$ cat src/rtl/ipi_pkg.sv
package ipi_pkg;

  typedef enum logic [2:0] {
    DM_FIXED   = 3'd0,
    DM_LOWPRI  = 3'd1,
    DM_SMM     = 3'd2,
    DM_RSVD    = 3'd3,
    DM_NMI     = 3'd4,
    DM_INIT    = 3'd5,
    DM_STARTUP = 3'd6,
    DM_EXTINT  = 3'd7
  } dlvMode_e;

  typedef enum logic [1:0] {
    SH_DEST   = 2'd0,
    SH_SELF   = 2'd1,
    SH_ALL    = 2'd2,
    SH_OTHERS = 2'd3
  } shorthand_e;

  // Strobes from the control decode to the datapath
  typedef struct packed {
    logic loadHi;   // store destination byte
    logic launch;   // deliver with the decoded mask
    logic initAll;  // deliver INIT to every processor
    logic arbSync;  // INIT de-assert: resynchronise only
  } ctrlStb_t;

endpackage

$ cat src/rtl/ipi_ctrl.sv
module ipi_ctrl
  import ipi_pkg::*;
#(
  parameter int ADDR_W = 8,
  parameter logic [ADDR_W-1:0] IDX_LO = 'h30,
  parameter logic [ADDR_W-1:0] IDX_HI = 'h31
) (
  input  logic              wrEn,
  input  logic [ADDR_W-1:0] wrAddr,
  input  logic [2:0]        cmdMode,
  input  logic              cmdLevel,
  input  logic              cmdTrigger,
  output ctrlStb_t          stb
);

  logic hitLo;
  logic canDeliver;
  logic isInit;
  logic initDeassert;

  always_comb begin
    hitLo = wrEn && (wrAddr == IDX_LO);
    unique case (dlvMode_e'(cmdMode))
      DM_FIXED, DM_LOWPRI, DM_NMI, DM_EXTINT: canDeliver = 1'b1;
      default:                                 canDeliver = 1'b0;
    endcase
    isInit       = (dlvMode_e'(cmdMode) == DM_INIT);
    initDeassert = isInit && !cmdLevel && cmdTrigger;

    stb.loadHi  = wrEn && (wrAddr == IDX_HI);
    stb.launch  = hitLo && canDeliver;
    stb.initAll = hitLo && isInit && !initDeassert;
    stb.arbSync = hitLo && initDeassert;
  end

endmodule

$ cat src/rtl/ipi_datapath.sv
module ipi_datapath
  import ipi_pkg::*;
#(
  parameter int NCPU = 8,
  parameter int ID_W = 3
) (
  input  logic              clk,
  input  logic              rstN,
  input  ctrlStb_t          stb,
  input  logic [31:0]       wrData,
  input  logic [ID_W-1:0]   selfId,
  input  logic [8*NCPU-1:0] logDest,
  output logic              dlvValid,
  output logic [NCPU-1:0]   dlvMask,
  output logic [7:0]        dlvVector,
  output logic [2:0]        dlvMode,
  output logic              dlvLevel,
  output logic              dlvTrigger,
  output logic              arbSync
);

  logic [7:0]      hiDest;
  logic [7:0]      effDest;
  logic [1:0]      cmdShort;
  logic            cmdLogical;
  logic [NCPU-1:0] hit;
  logic            unusedBits;

  assign cmdShort   = wrData[19:18];
  assign cmdLogical = wrData[11];
  assign unusedBits = ^{wrData[23:20], wrData[17:16], wrData[13:12]};

  // Lowest priority aims at the sender's own ID
  assign effDest = (dlvMode_e'(wrData[10:8]) == DM_LOWPRI) ? 8'(selfId) : hiDest;

  for (genvar i = 0; i < NCPU; i++) begin : g_cpu
    localparam logic [7:0]      MY_ID  = 8'(i);
    localparam logic [ID_W-1:0] MY_IDX = ID_W'(i);
    logic [7:0] myLog;
    assign myLog = logDest[8*i +: 8];

    always_comb begin
      unique case (shorthand_e'(cmdShort))
        SH_DEST:
          if (cmdLogical) hit[i] = |(effDest & myLog);
          else            hit[i] = (effDest == 8'hFF) || (effDest == MY_ID);
        SH_SELF:   hit[i] = (selfId == MY_IDX);
        SH_ALL:    hit[i] = 1'b1;
        SH_OTHERS: hit[i] = (selfId != MY_IDX);
        default:   hit[i] = 1'b0;
      endcase
    end
  end

  always_ff @(posedge clk) begin
    if (!rstN) begin
      hiDest     <= '0;
      dlvValid   <= 1'b0;
      dlvMask    <= '0;
      dlvVector  <= '0;
      dlvMode    <= '0;
      dlvLevel   <= 1'b0;
      dlvTrigger <= 1'b0;
      arbSync    <= 1'b0;
    end else begin
      if (stb.loadHi) hiDest <= wrData[31:24];
      dlvValid <= stb.launch || stb.initAll;
      arbSync  <= stb.arbSync;
      if (stb.launch || stb.initAll) begin
        dlvMask    <= stb.initAll ? '1 : hit;
        dlvVector  <= wrData[7:0];
        dlvMode    <= wrData[10:8];
        dlvLevel   <= wrData[14];
        dlvTrigger <= wrData[15];
      end
    end
  end

endmodule

$ cat src/rtl/ipi_dest_decoder.sv
module ipi_dest_decoder
  import ipi_pkg::*;
#(
  parameter int NCPU   = 8,
  parameter int ADDR_W = 8,
  parameter logic [ADDR_W-1:0] IDX_LO = 'h30,
  parameter logic [ADDR_W-1:0] IDX_HI = 'h31,
  localparam int ID_W  = (NCPU > 1) ? $clog2(NCPU) : 1
) (
  input  logic              clk,
  input  logic              rstN,
  input  logic              wrEn,
  input  logic [ADDR_W-1:0] wrAddr,
  input  logic [31:0]       wrData,
  input  logic [ID_W-1:0]   selfId,
  input  logic [8*NCPU-1:0] logDest,
  output logic              dlvValid,
  output logic [NCPU-1:0]   dlvMask,
  output logic [7:0]        dlvVector,
  output logic [2:0]        dlvMode,
  output logic              dlvLevel,
  output logic              dlvTrigger,
  output logic              arbSync
);

  ctrlStb_t stb;

  ipi_ctrl #(
    .ADDR_W(ADDR_W), .IDX_LO(IDX_LO), .IDX_HI(IDX_HI)
  ) u_ctrl (
    .wrEn(wrEn), .wrAddr(wrAddr), .cmdMode(wrData[10:8]),
    .cmdLevel(wrData[14]), .cmdTrigger(wrData[15]), .stb(stb)
  );

  ipi_datapath #(
    .NCPU(NCPU), .ID_W(ID_W)
  ) u_dp (
    .clk(clk), .rstN(rstN), .stb(stb), .wrData(wrData), .selfId(selfId),
    .logDest(logDest), .dlvValid(dlvValid), .dlvMask(dlvMask),
    .dlvVector(dlvVector), .dlvMode(dlvMode), .dlvLevel(dlvLevel),
    .dlvTrigger(dlvTrigger), .arbSync(arbSync)
  );

endmodule

$ cat config.mk
export PLATFORM = sky130hd
export DESIGN_NAME = ipi_dest_decoder
export DESIGN_NICKNAME = d
export VERILOG_FILES = /design/src/rtl/ipi_pkg.sv /design/src/rtl/ipi_ctrl.sv /design/src/rtl/ipi_datapath.sv /design/src/rtl/ipi_dest_decoder.sv
export SDC_FILE = /design/constraint.sdc
export NUM_CORES = 1
export LEC_CHECK = 0
export BUFFER_PORTS_ARGS = -buffer_cell sky130_fd_sc_hd__buf_2
export CAP_MARGIN = 20
export CORE_MARGIN = 8
export CORE_UTILIZATION = 30
export DETAILED_ROUTE_END_ITERATION = 10
export PLACE_DENSITY = 0.55
export SLEW_MARGIN = 20
export SYNTH_ARGS = -nofsm -noshare
export SYNTH_HDL_FRONTEND = slang
export SYNTH_HIERARCHICAL = 1
export SYNTH_SLANG_ARGS = --single-unit
export TNS_END_PERCENT = 1
$ cat constraint.sdc
create_clock -name clk -period 2.96 [get_ports clk]
set_clock_uncertainty 0.2 [all_clocks]
set_input_delay 0.888 -clock clk [delete_from_list [all_inputs] [get_ports clk]]
set_output_delay 0.888 -clock clk [all_outputs]
set_load 0.05 [all_outputs]
Word level (Yosys, flattened, before mapping). Index checks and enable logic that the tools add are counted. Widths: inputs -> output; s select.

Memories kept: 0. Bits of input ports: 110. Latch bits: 0. Bits in registers: 31. Memory bits (writable): 0. Output and inout bits: 23. ROM bits: 0.

Order comparisons: 0. Equality and inequality tests: 31. Muxes and demuxes: 19. Reduce and logical (&&, ||, !) cells: 33. Add/sub/neg operators: 0. Multipliers: 0. Shift-type cells: 0. Div/mod/pow operators: 0. Bitwise logic cells: 8.

Operator list (count): $and 8x8->8 (8); $reduce_or 8->1 (8); $eq 8x3->1 const B (4); $pmux 1 s4 (8); $eq 3x3->1 const B (7); $eq 8x2->1 const B (2); $eq 8x6->1 const B (2); $mux 8 (2); $ne 3x3->1 const B (4); $logic_or 1x1->1 (9); $mux 1 (9); $eq 8x1->1 const B (1); $eq 8x8->1 const B (1); $logic_and 1x1->1 (8); $logic_not 8->1 (1); $eq 3x1->1 const B (2); $eq 3x2->1 const B (2); $logic_not 3->1 (2); $ne 3x2->1 const B (2); $eq 2x2->1 const B (2); $reduce_or 4->1 (1); $ne 3x1->1 const B (1); $reduce_bool 3->1 (1); $eq 2x1->1 const B (1); 2 further kinds (3).

Logic depth before layout (Yosys ltp). Gate-level depths: netlist of the first run.

Word-level depth: 7. Depth in mapped cells: 9. Mapped depth without buffers: 7.

By module. Netlist of the first run, hierarchy kept.

By module, submodules not included: ipi_datapath (cells each 258, area an instance 2065.7 um^2, instances 1); ipi_ctrl (cells each 10, area an instance 113.9 um^2, instances 1).

Worst setup path before layout of the first run. Ideal clock, no wire load.

Path kind: in2reg. Start: in wrAddr[6]. End: reg u_dp.dlvMask[1]. Arrival time: 2.525 ns. Stages on the path: 8. Path slack: 0.148 ns. Buffers on the path: 2. Cells stage by stage: nor4b_4 -> nand2_2 -> nor4_2 -> clkbuf_1 -> or2_0 -> clkbuf_1 -> o21ai_0 -> o31ai_1.

RTL lines: start, declared (RTL line ipi_dest_decoder.sv:13) `input logic [ADDR_W-1:0] wrAddr,`; end signal, assigned (RTL line ipi_datapath.sv:70) `dlvMask <= stb.initAll ? '1 : hit;`; end, declared (RTL line ipi_datapath.sv:14) `output logic [NCPU-1:0] dlvMask,`.

==> results of run 1 <==
## routing by layer
metal,GRT usage,part of all wire
met4,0.0447,0.0085
met5,0,0
met2,0.244,0.45
met1,0.197,0.46
met3,0.0419,0.081
## logic make-up after synthesis
group           synth area share
mux                       0.0522
xor+xnor                  0.0321
simple gates               0.307
compound gates             0.275
buf+inv                   0.0494
flops                      0.285
## stage by stage
step | util | std cells | worst slack [ns] | hold slack [ns] | total power, W
after CTS | 0.419 | 484 | 0.350 | 0.264 | 0.000915
after global routing | 0.419 | 484 | 0.0899 | 0.290 | 0.000944
final | 0.419 | 484 | 0.366 | 0.258 | 0.000899
after global placement | 0.406 | 476 | 0.0422 | 0.245 | 0.000574
after detailed placement | 0.406 | 476 | 0.0385 | 0.253 | 0.000576
after floorplan | - | 268 | 0.148 | 0.338 | 0.000488
## layout make-up
class                      instances  area (sq um)
fill                             756          4150
multi-input combinational        211          1450
timing repair buffer             135           703
sequential                        31           621
tap                               99           124
clock buffer                       5          68.8
clock inverter                     3          20.0
## cells in the mapped netlist (3+ instances only)
cell type	n	area share
a21boi_0	14	0.048
a21oi_1	17	0.039
a221oi_1	7	0.028
a222oi_1	9	0.041
a22oi_1	8	0.028
a311oi_1	3	0.012
and3_1	7	0.020
clkbuf_1	22	0.038
dfxtp_1	31	0.28
mux2_2	3	0.015
mux2i_1	8	0.037
nand2_1	36	0.062
nand3_1	3	0.0069
nand4b_1	4	0.016
nor2_1	12	0.021
nor2b_1	10	0.029
nor4_1	3	0.0086
nor4b_1	4	0.016
nor4b_2	4	0.028
nor4bb_1	3	0.014
o21ai_0	14	0.032
o31ai_1	6	0.021
xnor2_1	4	0.016
xor2_1	4	0.016
## sequential cells by signal, indices dropped and copies added (netlist names)
signal,count
u_dp/dlvMask,8
u_dp/dlvVector,8
u_dp/hiDest,8
u_dp/dlvMode,3
u_dp/arbSync,1
u_dp/dlvLevel,1
u_dp/dlvTrigger,1
u_dp/dlvValid,1
## power groups by stage
stage	logic [W]	clock network (W)	registers, W
after floorplan	0.0000591	0	0.000429
after CTS	0.000149	0.000348	0.000418
after detailed placement	0.000149	0	0.000428
final	0.000149	0.000332	0.000418
after global routing	0.000164	0.000363	0.000418
after global placement	0.000147	0	0.000428
## final timing paths
kind / start / end / slack (ns) / depth (start not counted)
worst min-delay path: u_dp/dlvVector[5]$_SDFFE_PN0P_ / u_dp/dlvVector[5]$_SDFFE_PN0P_ / 0.26 / 2
worst min register to register: u_dp/dlvVector[5]$_SDFFE_PN0P_ / u_dp/dlvVector[5]$_SDFFE_PN0P_ / 0.26 / 2
worst max-delay path: wrAddr[6] / u_dp/dlvVector[4]$_SDFFE_PN0P_ / 0.37 / 8
worst max register to register: u_dp/hiDest[4]$_SDFFE_PN0P_ / u_dp/dlvMask[4]$_SDFFE_PN0P_ / 0.72 / 5
## cell usage in the layout, fill, tap and decap left out, types with 4 or more instances in the layout
cell,n
mux2i_1,8
a222oi_1,9
nand2_1,36
buf_2,124
a22oi_1,8
a21boi_0,14
nor2b_1,10
xor2_1,4
nor4b_2,4
nor2_1,12
buf_4,11
o31ai_1,6
nand4b_1,4
nor4b_1,4
clkbuf_8,5
dfxtp_1,31
o21ai_0,14
a221oi_1,7
xnor2_1,4
and3_1,7
a21oi_1,17
## worst max-delay path: cells and delay by family
| kind | cells | cell delay, ns |
|---|---|---|
| AOI/OAI and AO/OA | 1 | 0.16 |
| buffers and inverters | 2 | 0.39 |
| and+or+nand+nor | 5 | 1.17 |
==> results.cfg, run 1 <==
[timing]
maxSlewHeadroom = 0.426
clock.fmax_mhz = 385
finalCritPeriodShare = 0.876
rsz0062_at_grt = false
hold_viol = 0
setup_viol = 0
finalCriticalPeriod_ns = 2.59
slew_violations = 0
finalSetupTns_ns = 0
tightest_slew_ns = 0.858

[routing]
drt-initial-drc-count = 117
vias_per_cell = 5.08
via_count = 2457
drt_pass1_iterations = 5
wl_per_cell_um = 16.0
postRouteAntennaNets = 0
drc = 0
drt_wl_total_mm = 7.75

[global_routing]
antenna_found_initial = 0
grt_max_degree = 32
grt_pass1_wl_mm = 12.7
track_usage = 0.153
overflow = 0
grt_pass1_vias = 2658

[power]
swShare = 0.266
intPower_w = 0.000660
peakVddDrop_mv = 0.137
power_leakage_nw = 1.21
pwr-share-comb = 0.166
p_per_area_nw_per_um2 = 301
power.switching_w = 0.000239
pwr-share-clk = 0.370
seq_power_share = 0.465

[logic_synthesis]
ys.flop_type = dfxtp_1
synth_seq_cells = 31
post_synth_inst_count = 268
netlist_area_sq_um = 2180
syn_nets = 378
synth_edf_count = 0
synth_seq_area_share = 0.285
yosysWarnings = 6
synth-async-reset-ratio = 0
ys_types = 49
synth.avg_cell_area_sq_um = 8.13

[clocking]
postCtsHoldBufs = 0
root_buffer = clkbuf_8
clk_latency_ns = 0.28
cts_resized = 0
htreeDepth = 2
clockBufferDepth = 2
cts_tree = built
clock-sinks = 31
post-cts-setup-buffer-count = 0
cts.reportedPaths.clkPinSlew_ns = 0.07
cts_buffers = 5

[finish]
final_area_sq_um = 2990
insertedDiodeCount = 0
drive_gt1_frac = 0.410
area_growth_pct = 37.1
fin_nets = 494

[place]
io_buffers = 124
placed_cell_area_sq_um = 2900
place.gp.congestion = 0.836
dpl.hpwl_mm = 6.01

[die]
num_io_pins = 133
die_h_um = 101
core_region_area_sq_um = 7140
die_area_sq_um = 10200
rows = 31
floorplan.initialDensity = 0.305
dieWidth_um = 101

[worst_setup_path]
slowest_delay_ns = 0.39
startpoint_type = input port
worstPathArrival_ns = 2.61
crit_type = in2reg
crit_path_end_kind = flop
crit_chain = buf_2, nor4b_4, nand2_2, nor4_2, or2_0, buf_4, nand2_1, a21boi_0
cpMaxStageDelayCell = or2_0
cp.required_ns = 2.97
cp_max_fo = 14

[job]
max-cap-violations = 0

[hold_path]
hp-class = reg2reg

[outcome]
status = completed
Note: power is estimated with default switching activity, not from simulation.
==> run 2: changes to the inputs <==
ABC_AREA = 1   (was unset)
CTS_BUF_LIST = sky130_fd_sc_hd__clkbuf_16   (was unset)
PLACE_DENSITY = 0.54   (was 0.55)
==> results.cfg, run 2 <==
[clocking]
cts_buffers = 5
postCtsHoldBufs = 0
cts_tree = built
cts.reportedPaths.clkPinSlew_ns = 0.05
post-cts-setup-buffer-count = 0
clockBufferDepth = 2
clk_latency_ns = 0.27
htreeDepth = 2
root_buffer = clkbuf_16
clock-sinks = 31
cts_resized = 0

[global_routing]
grt_pass1_wl_mm = 13.5
overflow = 0
grt_max_degree = 32
grt_pass1_vias = 2864
track_usage = 0.147
antenna_found_initial = 0

[logic_synthesis]
syn_nets = 506
synth_seq_cells = 31
yosysMostFrequentCell = nand2_1
synth-async-reset-ratio = 0
yosysWarnings = 6
synth_top_cell_area_share = 0.265
synthTopCellsByArea = dfxtp_1 (26%), nand2_1 (18%), nand3_1 (11%)
ys_types = 30
netlist_area_sq_um = 2340
synth.avg_cell_area_sq_um = 5.92
post_synth_inst_count = 396
synth_seq_area_share = 0.265
synth_edf_count = 0
ys.flop_type = dfxtp_1
post-synth-top-area-cell = dfxtp_1
synth_commonest_cells = nand2_1 (112), nor2_1 (65), nand3_1 (52)

[timing]
maxSlewHeadroom = 0.668
finalSetupTns_ns = 0
finalCriticalPeriod_ns = 2.41
tightest_slew_ns = 0.496
finalCritPeriodShare = 0.815
setup_viol = 0
slew_violations = 0
clock.fmax_mhz = 415
hold_viol = 0
holdWs_ns = 0.275
rsz0062_at_grt = false

[finish]
insertedDiodeCount = 0
drive_gt1_frac = 0.320
multiInputGateArea_sq_um = 1480
final_common_cell = buf_2
fillers = 878
final_cell_mix = buf_2 (124), nand2_1 (112), nor2_1 (65)
fin_nets = 628
regArea_sq_um = 621
largestRegisters = u_dp/dlvMask x8, u_dp/dlvVector x8, u_dp/hiDest x8
area_growth_pct = 34.8
finish.utilization = 0.413

[power]
power_leakage_nw = 1.70
peakVddDrop_mv = 0.158
p_per_area_nw_per_um2 = 338

[worst_setup_path]
slowest_delay_ns = 0.24
r2r_cells = 8
crit_path_end_kind = flop
cp.required_ns = 2.97
regToRegEndpoint = u_dp/dlvMask[5]$_SDFFE_PN0P_
crit_chain = buf_2, clkinv_2, nand3_4, nand2_2, nand2_1, nor2_2, nand2_2, nand3_1, nand3_1, a21oi_2
cpMaxStageDelayCell = nand2_2
cp_top_family = simple AND/OR/NAND/NOR gates
startpoint_type = input port
worstPathArrival_ns = 2.42
crit-reg2reg-launch = u_dp/hiDest[0]$_SDFFE_PN0P_
cp_max_fo = 14
path_buf_inv = 2
crit_type = in2reg
ff2ff_setup_slack_ns = 1.26

[die]
die_h_um = 104
rows = 32
floorplan.initialDensity = 0.306
dieWidth_um = 104
num_io_pins = 133
core_region_area_sq_um = 7650
die_area_sq_um = 10900

[hold_path]
hp-start = u_dp/dlvVector[7]$_SDFFE_PN0P_
whs_endpoint = u_dp/dlvVector[7]$_SDFFE_PN0P_
hp-class = reg2reg
whs_path_depth = 2

[routing]
drt_pass1_iterations = 4
vias_per_cell = 4.57
drc = 0
drt-initial-drc-count = 136
via_count = 2840
drt_wl_total_mm = 8.01
postRouteAntennaNets = 0
wl_per_cell_um = 12.9

[place]
io_buffers = 124
dpl.hpwl_mm = 6.64
place.gp.congestion = 0.827

[job]
max-cap-violations = 0

[outcome]
status = completed
## run 2: cell types whose count changed after synthesis, sizes merged, moves of 8 or more
cell | before | now
nand2 | 37 | 119
nor2 | 12 | 73
nand3 | 3 | 57
inv | 0 | 36
o21ai | 16 | 38
a21boi | 14 | 0
clkbuf | 22 | 8
nor2b | 10 | 0
a222oi | 9 | 0
nor4b | 9 | 0
a22oi | 8 | 0
and3 | 8 | 0
mux2i | 8 | 0
## run 2: logic make-up after synthesis
kind of cell,count (synthesis),share of synthesized area
buffers and inverters,50,0.103
xor gates and xnor gates,3,0.0112
AOI/OAI and AO/OA,59,0.140
DFF,31,0.265
and+or+nand+nor,253,0.482
## run 2: through the flow
stage	instances	area, sq um	setup slack, ns	total power (W)
floorplan	396	2340	0.694	0.000517
global placement	613	3020	0.325	0.000604
detailed placement	613	3020	0.295	0.000604
CTS	621	3160	0.576	0.00108
global route	621	3160	0.366	0.00112
finish	621	3160	0.548	0.00107
## run 2: worst register-to-register path, delay by kind of cell (launching register included)
kind	cells	cell delay [ns]
AOI/OAI and AO/OA	1	0.15
buffers and inverters	1	0.09
DFF	1	0.37
and+or+nand+nor	6	0.83
## run 2: layout make-up
cell class	count	share of cell area
multi-input cells	315	0.469
inverters	37	0.0444
clock buffers	5	0.0396
well taps	102	0.0404
clock inverters	3	0.00396
flip-flops and latches	31	0.196
repair buffers	128	0.206
## run 2: worst max-delay path by stage
stage,start,to,slack [ns],cells past startpoint
after floorplan,wrAddr[7],u_dp/dlvMode[0]$_SDFFE_PN0P_,0.69,9
after global placement,wrData[9],u_dp/dlvMask[5]$_SDFFE_PN0P_,0.33,10
after detailed placement,wrData[9],u_dp/dlvMask[5]$_SDFFE_PN0P_,0.29,10
after CTS,wrData[9],u_dp/dlvMask[5]$_SDFFE_PN0P_,0.58,10
after global routing,wrData[9],u_dp/dlvMask[4]$_SDFFE_PN0P_,0.37,10
final,wrData[9],u_dp/dlvMask[5]$_SDFFE_PN0P_,0.55,10
## run 2: power breakdown
part | internal, W | leakage (nW) | switching (W)
clock network | 0.000303 | 0.0762 | 0.000168
registers | 0.000419 | 0.250 | 0.000000492
logic | 0.0000776 | 1.37 | 0.0000982
total | 0.000799 | 1.70 | 0.000267
## run 2: routing by layer
layer | GRT usage | up-vias | wire length, um
met5 | 0 | - | 0
met4 | 0.0445 | 0 | 104
met3 | 0.0539 | 9 | 787
met2 | 0.216 | 129 | 3290
met1 | 0.194 | 1190 | 3820
li1 | - | 1512 | -
==> run 3: changes to the inputs <==
ABC_AREA = 0   (was 1)
PLACE_DENSITY = 0.55   (was 0.54)
clock period = 2.32 ns   (was 2.96 ns; I/O delays follow)
==> results.cfg, run 3 (same netlist as run 1, synthesis figures left out) <==
[finish]
final_common_cell = buf_2
fillers = 774
drive_gt1_frac = 0.437
final_cell_mix = buf_2 (123), nand2_1 (36), dfxtp_1 (31)
regArea_sq_um = 621
insertedDiodeCount = 0
area_growth_pct = 49.1
fin_nets = 507
final_area_sq_um = 3250
multiInputGateArea_sq_um = 1490
largestRegisters = u_dp/dlvMask x8, u_dp/dlvVector x8, u_dp/hiDest x8

[power]
peakVddDrop_mv = 0.346
p_per_area_nw_per_um2 = 459
power_leakage_nw = 1.35

[timing]
clock.fmax_mhz = 438
rsz0062_at_grt = true
hold_viol = 0
slew_violations = 0
finalCriticalPeriod_ns = 2.28
maxSlewHeadroom = 0.634
setup_viol = 0
finalCritPeriodShare = 0.983
tightest_slew_ns = 0.548
finalSetupTns_ns = 0

[clocking]
clock-sinks = 31
htreeDepth = 2
cts.reportedPaths.clkPinSlew_ns = 0.06
clk_latency_ns = 0.27
post-cts-setup-buffer-count = 0
cts_buffers = 5
clockBufferDepth = 2
root_buffer = clkbuf_16
cts_tree = built

[die]
num_io_pins = 133
rows = 31
dieWidth_um = 101
die_area_sq_um = 10200
core_region_area_sq_um = 7140
die_h_um = 101
floorplan.initialDensity = 0.305

[routing]
drt_wl_total_mm = 7.95
drt-initial-drc-count = 111
wl_per_cell_um = 16.0
via_count = 2536
postRouteAntennaNets = 0
vias_per_cell = 5.10
drt_pass1_iterations = 6
drc = 0

[worst_setup_path]
r2r_cells = 5
crit-reg2reg-launch = u_dp/hiDest[3]$_SDFFE_PN0P_
ff2ff_setup_slack_ns = 0.30
cp.required_ns = 2.27
cp_max_fo = 5
startpoint_type = input port
worstPathArrival_ns = 2.23
crit_type = in2reg
crit_path_end_kind = flop
regToRegEndpoint = u_dp/dlvMask[0]$_SDFFE_PN0P_

[outcome]
status = completed

[hold_path]
whs_path_depth = 2
hp-class = reg2reg
hp-start = u_dp/dlvVector[2]$_SDFFE_PN0P_
whs_endpoint = u_dp/dlvVector[2]$_SDFFE_PN0P_

[place]
placed_cell_area_sq_um = 3040
dpl.hpwl_mm = 6.29
io_buffers = 124
place.gp.congestion = 0.802

[global_routing]
overflow = 0
grt_pass1_vias = 2703
antenna_found_initial = 0
grt_max_degree = 32
grt_pass1_wl_mm = 13.0
track_usage = 0.156

[job]
max-cap-violations = 0
-- run 3: cell count changes in the layout (fill, tap and decap cells not counted), sizes merged, moves of 9 or more --
| cell | change |
|---|---|
| o21ai | -22 |
| nor2 | -61 |
| a21boi | +14 |
| inv | -38 |
| nand3 | -54 |
| nor4b | +9 |
| nand2 | -82 |
| nor2b | +10 |
| a222oi | +9 |
| buf | +20 |
-- run 3: report_power, final --
group          total (W)  internal (W)  switching [W]
Sequential      0.000534      0.000533    0.000000667
Combinational   0.000208      0.000113      0.0000944
Clock           0.000751      0.000506       0.000245
Total            0.00149       0.00115       0.000340
-- run 3: metal layers --
metal / global-route usage / vias to the layer above / share of wire
met1: 0.190 / 1147 / 0.46
met2: 0.267 / 104 / 0.48
li1: - / 1283 / -
met5: 0 / - / 0
met4: 0.0378 / 0 / 0.0059
met3: 0.0385 / 2 / 0.059
-- run 3: worst max-delay path, cell delays in order --
cell      delay (ns)
buf_2           0.14
nor3b_4         0.30
buf_4           0.17
mux2_2          0.33
a222oi_1        0.28
and3b_1         0.24
o41ai_1         0.07
-- run 3: final cells by class --
type,count,share of cell area
tap,99,0.0381
timing repair buffer,148,0.260
clock inverter,3,0.0135
multi-input combinational,211,0.459
clock buffer,5,0.0385
sequential,31,0.191
-- run 3: repair_timing --
item,4_1_cts,5_1_grt
hold buffers,0,0
resized for setup,0,14
setup endpoints to repair,0,21
hold endpoints to repair,0,0
-- run 3: per-stage QoR --
step	cells	util	hold slack (ns)	setup slack, ns	total power, W
after global routing	497	0.455	0.281	-0.124	0.00155
after detailed placement	489	0.425	0.251	-0.259	0.000746
after CTS	497	0.449	0.258	0.0135	0.00151
after floorplan	268	-	0.338	-0.0341	0.000622
after global placement	489	0.425	0.243	-0.250	0.000744
final	497	0.455	0.254	0.0394	0.00149
-- run 3: how the worst max path moves through the flow --
stage | start | end | slack [ns] | cells past startpoint
floorplan | wrAddr[6] | u_dp/dlvMask[5]$_SDFFE_PN0P_ | -0.03 | 8
global placement | wrData[10] | u_dp/dlvMask[3]$_SDFFE_PN0P_ | -0.25 | 6
detailed placement | wrData[10] | u_dp/dlvMask[3]$_SDFFE_PN0P_ | -0.26 | 6
CTS | wrData[10] | u_dp/dlvMask[3]$_SDFFE_PN0P_ | 0.01 | 6
global route | wrAddr[3] | u_dp/dlvMask[7]$_SDFFE_PN0P_ | -0.12 | 9
finish | wrData[10] | u_dp/dlvMask[3]$_SDFFE_PN0P_ | 0.04 | 7
